File: config.mk
export PLATFORM = sky130hd
export DESIGN_NAME = adc_result_pair
export DESIGN_NICKNAME = d
export VERILOG_FILES = /design/src/rtl/adc_pair_pkg.sv /design/src/rtl/adc_pair_ctrl.sv /design/src/rtl/adc_pair_dp.sv /design/src/rtl/adc_result_pair.sv
export SDC_FILE = /design/constraint.sdc
export NUM_CORES = 1
export LEC_CHECK = 0
export ABC_AREA = 1
export BUFFER_PORTS_ARGS = -buffer_cell sky130_fd_sc_hd__buf_2
export CORE_MARGIN = 3
export CORE_UTILIZATION = 30
export CTS_CLUSTER_SIZE = 8
export DETAILED_ROUTE_END_ITERATION = 8
export HOLD_SLACK_MARGIN = 0.03
export PLACE_DENSITY_LB_ADDON = 0.15
export SYNTH_ARGS = -nofsm -noshare
export SYNTH_HDL_FRONTEND = slang
export SYNTH_HIERARCHICAL = 1
export SYNTH_SLANG_ARGS = --single-unit
File: constraint.sdc
create_clock -name clk -period 1.27 [get_ports clk]
set_input_delay 0.127 -clock clk [delete_from_list [all_inputs] [get_ports clk]]
set_output_delay 0.127 -clock clk [all_outputs]
set_load 0.05 [all_outputs]
File: src/rtl/adc_pair_pkg.sv
package adc_pair_pkg;
  // Strobes from the control to the datapath
  typedef struct packed {
    logic capture;  // store convData at this edge
    logic readLo;   // low byte addressed this cycle
    logic readHi;   // high byte addressed this cycle
  } pairCtrl_t;
endpackage

File: src/rtl/adc_pair_ctrl.sv
module adc_pair_ctrl
  import adc_pair_pkg::*;
#(
  parameter int ADDR_W  = 8,
  parameter int LO_ADDR = 4,
  parameter int HI_ADDR = 5
) (
  input  logic              clk,
  input  logic              rst,
  input  logic              convDone,
  input  logic              rdStrobe,
  input  logic [ADDR_W-1:0] rdAddr,
  output pairCtrl_t         ctrl,
  output logic              locked,
  output logic              dropped
);
  localparam logic [ADDR_W-1:0] LoA = ADDR_W'(LO_ADDR);
  localparam logic [ADDR_W-1:0] HiA = ADDR_W'(HI_ADDR);

  logic readLo, readHi, capture;

  always_comb begin
    readLo  = rdStrobe && (rdAddr == LoA);
    readHi  = rdStrobe && (rdAddr == HiA);
    // a high read frees the pair at this edge; a low read freezes old data
    capture = convDone && (!locked || readHi) && !readLo;
    ctrl.capture = capture;
    ctrl.readLo  = readLo;
    ctrl.readHi  = readHi;
  end

  always_ff @(posedge clk) begin
    if (rst) begin
      locked  <= 1'b0;
      dropped <= 1'b0;
    end else begin
      if (readLo)      locked <= 1'b1;
      else if (readHi) locked <= 1'b0;
      if (convDone && !capture) dropped <= 1'b1;
    end
  end

  p_reset_clear_r7: assert property (@(posedge clk) rst |=> (!locked && !dropped));
  p_lowread_locks_r2: assert property (@(posedge clk) disable iff (rst)
    (rdStrobe && rdAddr == LoA) |=> locked);
  p_highread_frees_r3: assert property (@(posedge clk) disable iff (rst)
    (rdStrobe && rdAddr == HiA) |=> !locked);
  p_high_no_lock_r8: assert property (@(posedge clk) disable iff (rst)
    (!locked && rdStrobe && rdAddr == HiA) |=> !locked);
  p_drop_sticky_r9: assert property (@(posedge clk) disable iff (rst)
    dropped |=> dropped);
  p_other_addr_r11: assert property (@(posedge clk) disable iff (rst)
    (!rdStrobe || (rdAddr != LoA && rdAddr != HiA)) |=> (locked == $past(locked)));
endmodule

File: src/rtl/adc_pair_dp.sv
module adc_pair_dp
  import adc_pair_pkg::*;
#(
  parameter int RES_W  = 10,
  parameter int BYTE_W = 8
) (
  input  logic              clk,
  input  logic              rst,
  input  pairCtrl_t         ctrl,
  input  logic [RES_W-1:0]  convData,
  input  logic              leftAdj,
  output logic [BYTE_W-1:0] rdData,
  output logic [RES_W-1:0]  storedVal
);
  localparam int WORD_W  = 2 * BYTE_W;
  localparam int LEFT_SH = WORD_W - RES_W;
  localparam int HI_USED = RES_W - BYTE_W;

  logic [WORD_W-1:0] rightWord, leftWord, viewWord;
  logic [BYTE_W-1:0] loView, hiView;

  always_ff @(posedge clk) begin
    if (rst)               storedVal <= '0;
    else if (ctrl.capture) storedVal <= convData;
  end

  always_comb begin
    rightWord = WORD_W'(storedVal);
    leftWord  = rightWord << LEFT_SH;
    viewWord  = leftAdj ? leftWord : rightWord;
    loView    = viewWord[BYTE_W-1:0];
    hiView    = viewWord[WORD_W-1:BYTE_W];
    if (ctrl.readLo)      rdData = loView;
    else if (ctrl.readHi) rdData = hiView;
    else                  rdData = '0;
  end

  p_right_hi_zero_r4: assert property (@(posedge clk) disable iff (rst)
    !leftAdj |-> (hiView[BYTE_W-1:HI_USED] == '0));
  p_left_lo_zero_r5: assert property (@(posedge clk) disable iff (rst)
    leftAdj |-> (loView[LEFT_SH-1:0] == '0));
  p_idle_zero_r11: assert property (@(posedge clk) disable iff (rst)
    (!ctrl.readLo && !ctrl.readHi) |-> (rdData == '0));
endmodule

File: src/rtl/adc_result_pair.sv
module adc_result_pair
  import adc_pair_pkg::*;
#(
  parameter int RES_W   = 10,
  parameter int BYTE_W  = 8,
  parameter int ADDR_W  = 8,
  parameter int LO_ADDR = 4,
  parameter int HI_ADDR = 5
) (
  input  logic              clk,
  input  logic              rst,
  input  logic              convDone,
  input  logic [RES_W-1:0]  convData,
  input  logic              leftAdj,
  input  logic              rdStrobe,
  input  logic [ADDR_W-1:0] rdAddr,
  output logic [BYTE_W-1:0] rdData,
  output logic              dropped
);
  pairCtrl_t        ctrl;
  logic             locked;
  logic [RES_W-1:0] storedVal;

  adc_pair_ctrl #(.ADDR_W(ADDR_W), .LO_ADDR(LO_ADDR), .HI_ADDR(HI_ADDR)) u_ctrl (
    .clk(clk), .rst(rst), .convDone(convDone), .rdStrobe(rdStrobe),
    .rdAddr(rdAddr), .ctrl(ctrl), .locked(locked), .dropped(dropped)
  );

  adc_pair_dp #(.RES_W(RES_W), .BYTE_W(BYTE_W)) u_dp (
    .clk(clk), .rst(rst), .ctrl(ctrl), .convData(convData),
    .leftAdj(leftAdj), .rdData(rdData), .storedVal(storedVal)
  );

  p_capture_r1: assert property (@(posedge clk) disable iff (rst)
    (convDone && !locked && !(rdStrobe && rdAddr == ADDR_W'(LO_ADDR)))
      |=> (storedVal == $past(convData)));
  p_hold_locked_r2: assert property (@(posedge clk) disable iff (rst)
    (locked && !(rdStrobe && rdAddr == ADDR_W'(HI_ADDR))) |=> $stable(storedVal));
  p_high_release_capture_r3: assert property (@(posedge clk) disable iff (rst)
    (locked && convDone && rdStrobe && rdAddr == ADDR_W'(HI_ADDR))
      |=> (storedVal == $past(convData)));
  p_lo_conflict_r10: assert property (@(posedge clk) disable iff (rst)
    (convDone && rdStrobe && rdAddr == ADDR_W'(LO_ADDR)) |=> ($stable(storedVal) && dropped));
endmodule

**After elaboration in Yosys (flattened, before gate mapping)**

Index checks and enable logic that the tools add are counted.

- Equality and inequality tests: 2
- Multiplexer cells: 5
- Reductions and logical operators: 10

Operator list:

| kind | number |
|---|---|
| $eq A8 B3 Y1 const B | 2 |
| $mux W16 | 1 |
| $mux W8 | 2 |
| $logic_and A1 B1 Y1 | 5 |
| $logic_not A1 Y1 | 3 |
| $mux W1 | 2 |
| $reduce_bool A2 Y1 | 1 |
| $logic_or A1 B1 Y1 | 1 |

- Bits in registers: 12
- Input bits: 23
- Output and inout port bits: 9
- Logic and storage cells: 20

**Longest topological paths before layout**

- Word-level depth: 7
- Gate-level depth with buffers: 11
- Mapped depth without buffers: 10

**Modules after synthesis**

Netlist, hierarchy kept.

By module, submodules not included:

| module | times used | cells each | area each (µm²) | sequential area each (µm²) |
|---|---|---|---|---|
| adc_pair_dp | 1 | 89 | 545.5 | 200.2 |
| adc_pair_ctrl | 1 | 31 | 222.7 | 40.0 |

**Worst setup path after synthesis**

Ideal clock, no wire load.

- Kind: input to output
- From: input rdAddr[3]
- To: output rdData[0]
- Data arrival time: 1224 ps
- Required time: 1143 ps
- Path slack: -81 ps
- Cell stages on the path: 10
- Buffers on the path: 1
- Path through: inv_1 > nand2_2 > nor2_4 > nand2_1 > nor2_1 > buf_4 > inv_1 > nor2_2 > nand3_1 > nand2_1

- Longest elaborated chain between the ends: 4
- Elaborated cells on any way between the ends: 6
- Those cells by class: 2 x eq/ne; 2 x mux; 2 x reduce/logical

RTL lines:

| what | line | RTL |
|---|---|---|
| start, declared | adc_result_pair.sv:16 | `input logic [ADDR_W-1:0] rdAddr,` |
| $eq A8 B3 Y1 | adc_pair_ctrl.sv:24 | `readHi = rdStrobe && (rdAddr == HiA);` |
| $logic_and A1 B1 Y1 | adc_pair_ctrl.sv:24 |  |
| named net u_ctrl.readHi | adc_pair_ctrl.sv:20 | `logic readLo, readHi, capture;` |
| $mux W8 | adc_pair_dp.sv:34 | `else if (ctrl.readHi) rdData = hiView;` |
| $mux W8 | adc_pair_dp.sv:33 | `if (ctrl.readLo) rdData = loView;` |
| end, declared | adc_result_pair.sv:17 | `output logic [BYTE_W-1:0] rdData,` |

The timed path passes the listed nets, and every way through them passes these cells.

==> impl_metrics.ini <==
[clocking]
root_buffer = clkbuf_4
clock_sinks = 12
clock_latency_ns = 0.26
cts_buffer_depth = 2
clk_pin_slew_ns = 0.07
cts_tree = yes
h-tree-depth = 1
numCtsBuffers = 3

[die]
die_w_um = 56.6
rows = 17
fp.dieArea_mm2 = 0.00320
ios = 32
fp.coreArea_mm2 = 0.00232
die_h_um = 56.6
start_util_pct = 33.1

[detailed_routing]
drt-initial-drc-count = 17
wire_per_inst_um = 9.56
drc = 0
drt-total-wl_um = 1800
dr.pass1.iters = 4
ant_nets = 0
vias_per_cell = 4.31
num_vias = 811

[synth]
synth_area_um2 = 768
syn_inst = 120
synth_area_leaders = dfxtp_1 31%, nand2_1 21%, inv_1 8.3%, a21oi_1 7.2%, nand3_1 5.2%
syn-num-nets = 143
synth_cell_types = 17
yosysTopAreaCellShare_pct = 31.3
syn_area_per_cell_um2 = 6.40
ys_ff_latch = 12
synth_largest_area_cell = dfxtp_1
yosysSeqAreaShare_pct = 31.3
yosys_warnings = 6

[sta]
hold_viol = 0
fin_crit_ns = 1.30
finalSetupViolations = 5
fmax_ghz = 0.768
slew_violations = 0
slew_headroom_pct = 82.6
rsz0062_at_grt = true
fin_worst_skew_ns = 0.00193
worst_pin_slew_ns = 0.261
setup_ws_ns = -0.0329
fin_crit_sh_pct = 103

[run_status]
violations = setup timing
status = complete, but fails checks

[grt]
grt_max_degree = 13
grt_pass1_vias = 730
grt_pass1_wl_um = 2960
antenna_found_initial = 0
groute.usage.overall_pct = 11.4
grt_overflow_total = 0

[placed_design]
placed_cells = 181
io_buffers = 31
dp_hpwl_um = 1390
gp_congestion = 0.702
dpl_cell_area_um2 = 988

[cells_and_area]
layout_common_cells = 37 x nand2_1, 20 x buf_2, 12 x nand2_2, 12 x dfxtp_1
fin_cells = 188
design_area_mm2 = 0.00120
regArea_um2 = 240
layout-drive-gt1-share_pct = 52.5
layout_commonest_cell = nand2_1
diodes = 0
final_util_pct = 51.8
areaGrowthSynthToFinish_pct = 56.2
multiInputGateArea_um2 = 457
n_fill_cell = 240
nets = 184

[power_and_ir_drop]
swShare_pct = 25.3
ir_drop_uv = 543
power_frac_seq_pct = 48.5
p_sw_mw = 0.214
p_comb_share_pct = 16.5
p_int_mw = 0.631
clock_power_share_pct = 35.0
total_leakage_power_nw = 0.583
p_per_area_mw_per_mm2 = 705

[worst_setup_path]
reg2reg_from = u_ctrl/locked$_SDFFE_PP0P_
critPathRequiredTime_ns = 1.14
crit_arrival_ns = 1.18
critPathMaxFanout = 6
startpoint = rdAddr[7]
crit_type = input port to primary output
start_kind = input port
endpoint_kind = primary output

[worst_hold_path]
min_from = convDone
hold_path_class = input port to register

[flow_run]
cap_violations = 0
==> path summary, 6_finish.rpt <==
check | cells after the start | slack, ns | endpoint
hold / removal | 3 | 0.1 | u_ctrl/dropped$_SDFFE_PP0P_
setup reg to reg | 6 | 0.27 | u_dp/storedVal[4]$_SDFFE_PP0P_
hold reg to reg | 2 | 0.47 | u_ctrl/dropped$_SDFFE_PP0P_
setup / recovery | 11 | -0.03 | rdData[1]
==> kinds of logic after synthesis <==
logic type,Yosys count,share of synthesized area [%]
AND/OR/NAND/NOR,69,44.5
buffers and inverters,28,17.1
flip-flops,12,31.3
AO/OA/AOI/OAI,11,7.17
==> critical path: stages <==
cell and delay [ns]:
buf_6 0.10, inv_4 0.04, nand2_4 0.05, nor2_4 0.12, nand2_2 0.08, nor2_4 0.09, inv_2 0.05, nor2_4 0.18
nand3_1 0.11, nand2_2 0.09, buf_8 0.14
==> flip-flops by register name, summed over array words and instances, names as in the netlist <==
name            flops
u_dp/storedVal     10
u_ctrl/dropped      1
u_ctrl/locked       1
==> through the flow <==
step	setup TNS, ns	setup WS (ns)	total power, mW	hold WS [ns]
finish	-0.0797	-0.0329	0.846	0.0984
global placement	-1.46	-0.188	0.539	0.368
detailed placement	-1.73	-0.205	0.542	0.377
global route	-0.546	-0.104	0.897	0.0857
floorplan	0	0.0241	0.491	0.196
CTS	-0.0701	-0.0207	0.853	0.0957
==> power by group through the flow <==
stage                     sequential, mW  combinational [mW]  clock, mW
after global placement             0.418               0.122          0
after CTS                          0.409               0.137      0.307
after detailed placement           0.418               0.124          0
after floorplan                    0.412              0.0786          0
after global routing               0.413               0.155      0.329
final                              0.410               0.140      0.296
==> Yosys cell counts <==
master / instances
nand2_2: 5
dfxtp_1: 12
inv_1: 17
nand3_2: 2
nand4_1: 2
nand2_1: 44
inv_2: 4
clkinvlp_4: 1
nor2_4: 3
nor2_1: 1
clkbuf_1: 1
a21oi_1: 11
buf_4: 4
nor2_2: 2
nand2_4: 2
buf_6: 1
nand3_1: 8
==> layout make-up <==
type / count / area share [%]
tap: 28 / 2.92
timing repair buffer: 42 / 27.7
clock buffer: 4 / 3.02
inverter: 22 / 8.24
multi-input combinational: 80 / 38.1
sequential: 12 / 20.0
==> what timing repair did <==
item | CTS | global route
buffers inserted | 3 | 0
pin swaps | 9 | 6
gates resized for setup | 33 | 15
setup endpoints to repair | 8 | 14
hold buffers | 0 | 0
==> per-layer routing <==
metal	GRT usage (%)	share of wire (%)	routed length [um]	vias up
li1	-	-	-	440
met1	14.7	45	813	353
met2	18.8	48	859	16
met3	1.84	6.3	113	2
met4	4.07	0.61	11	0
met5	0	0	0	-
Power figures use the tool's default switching activity.
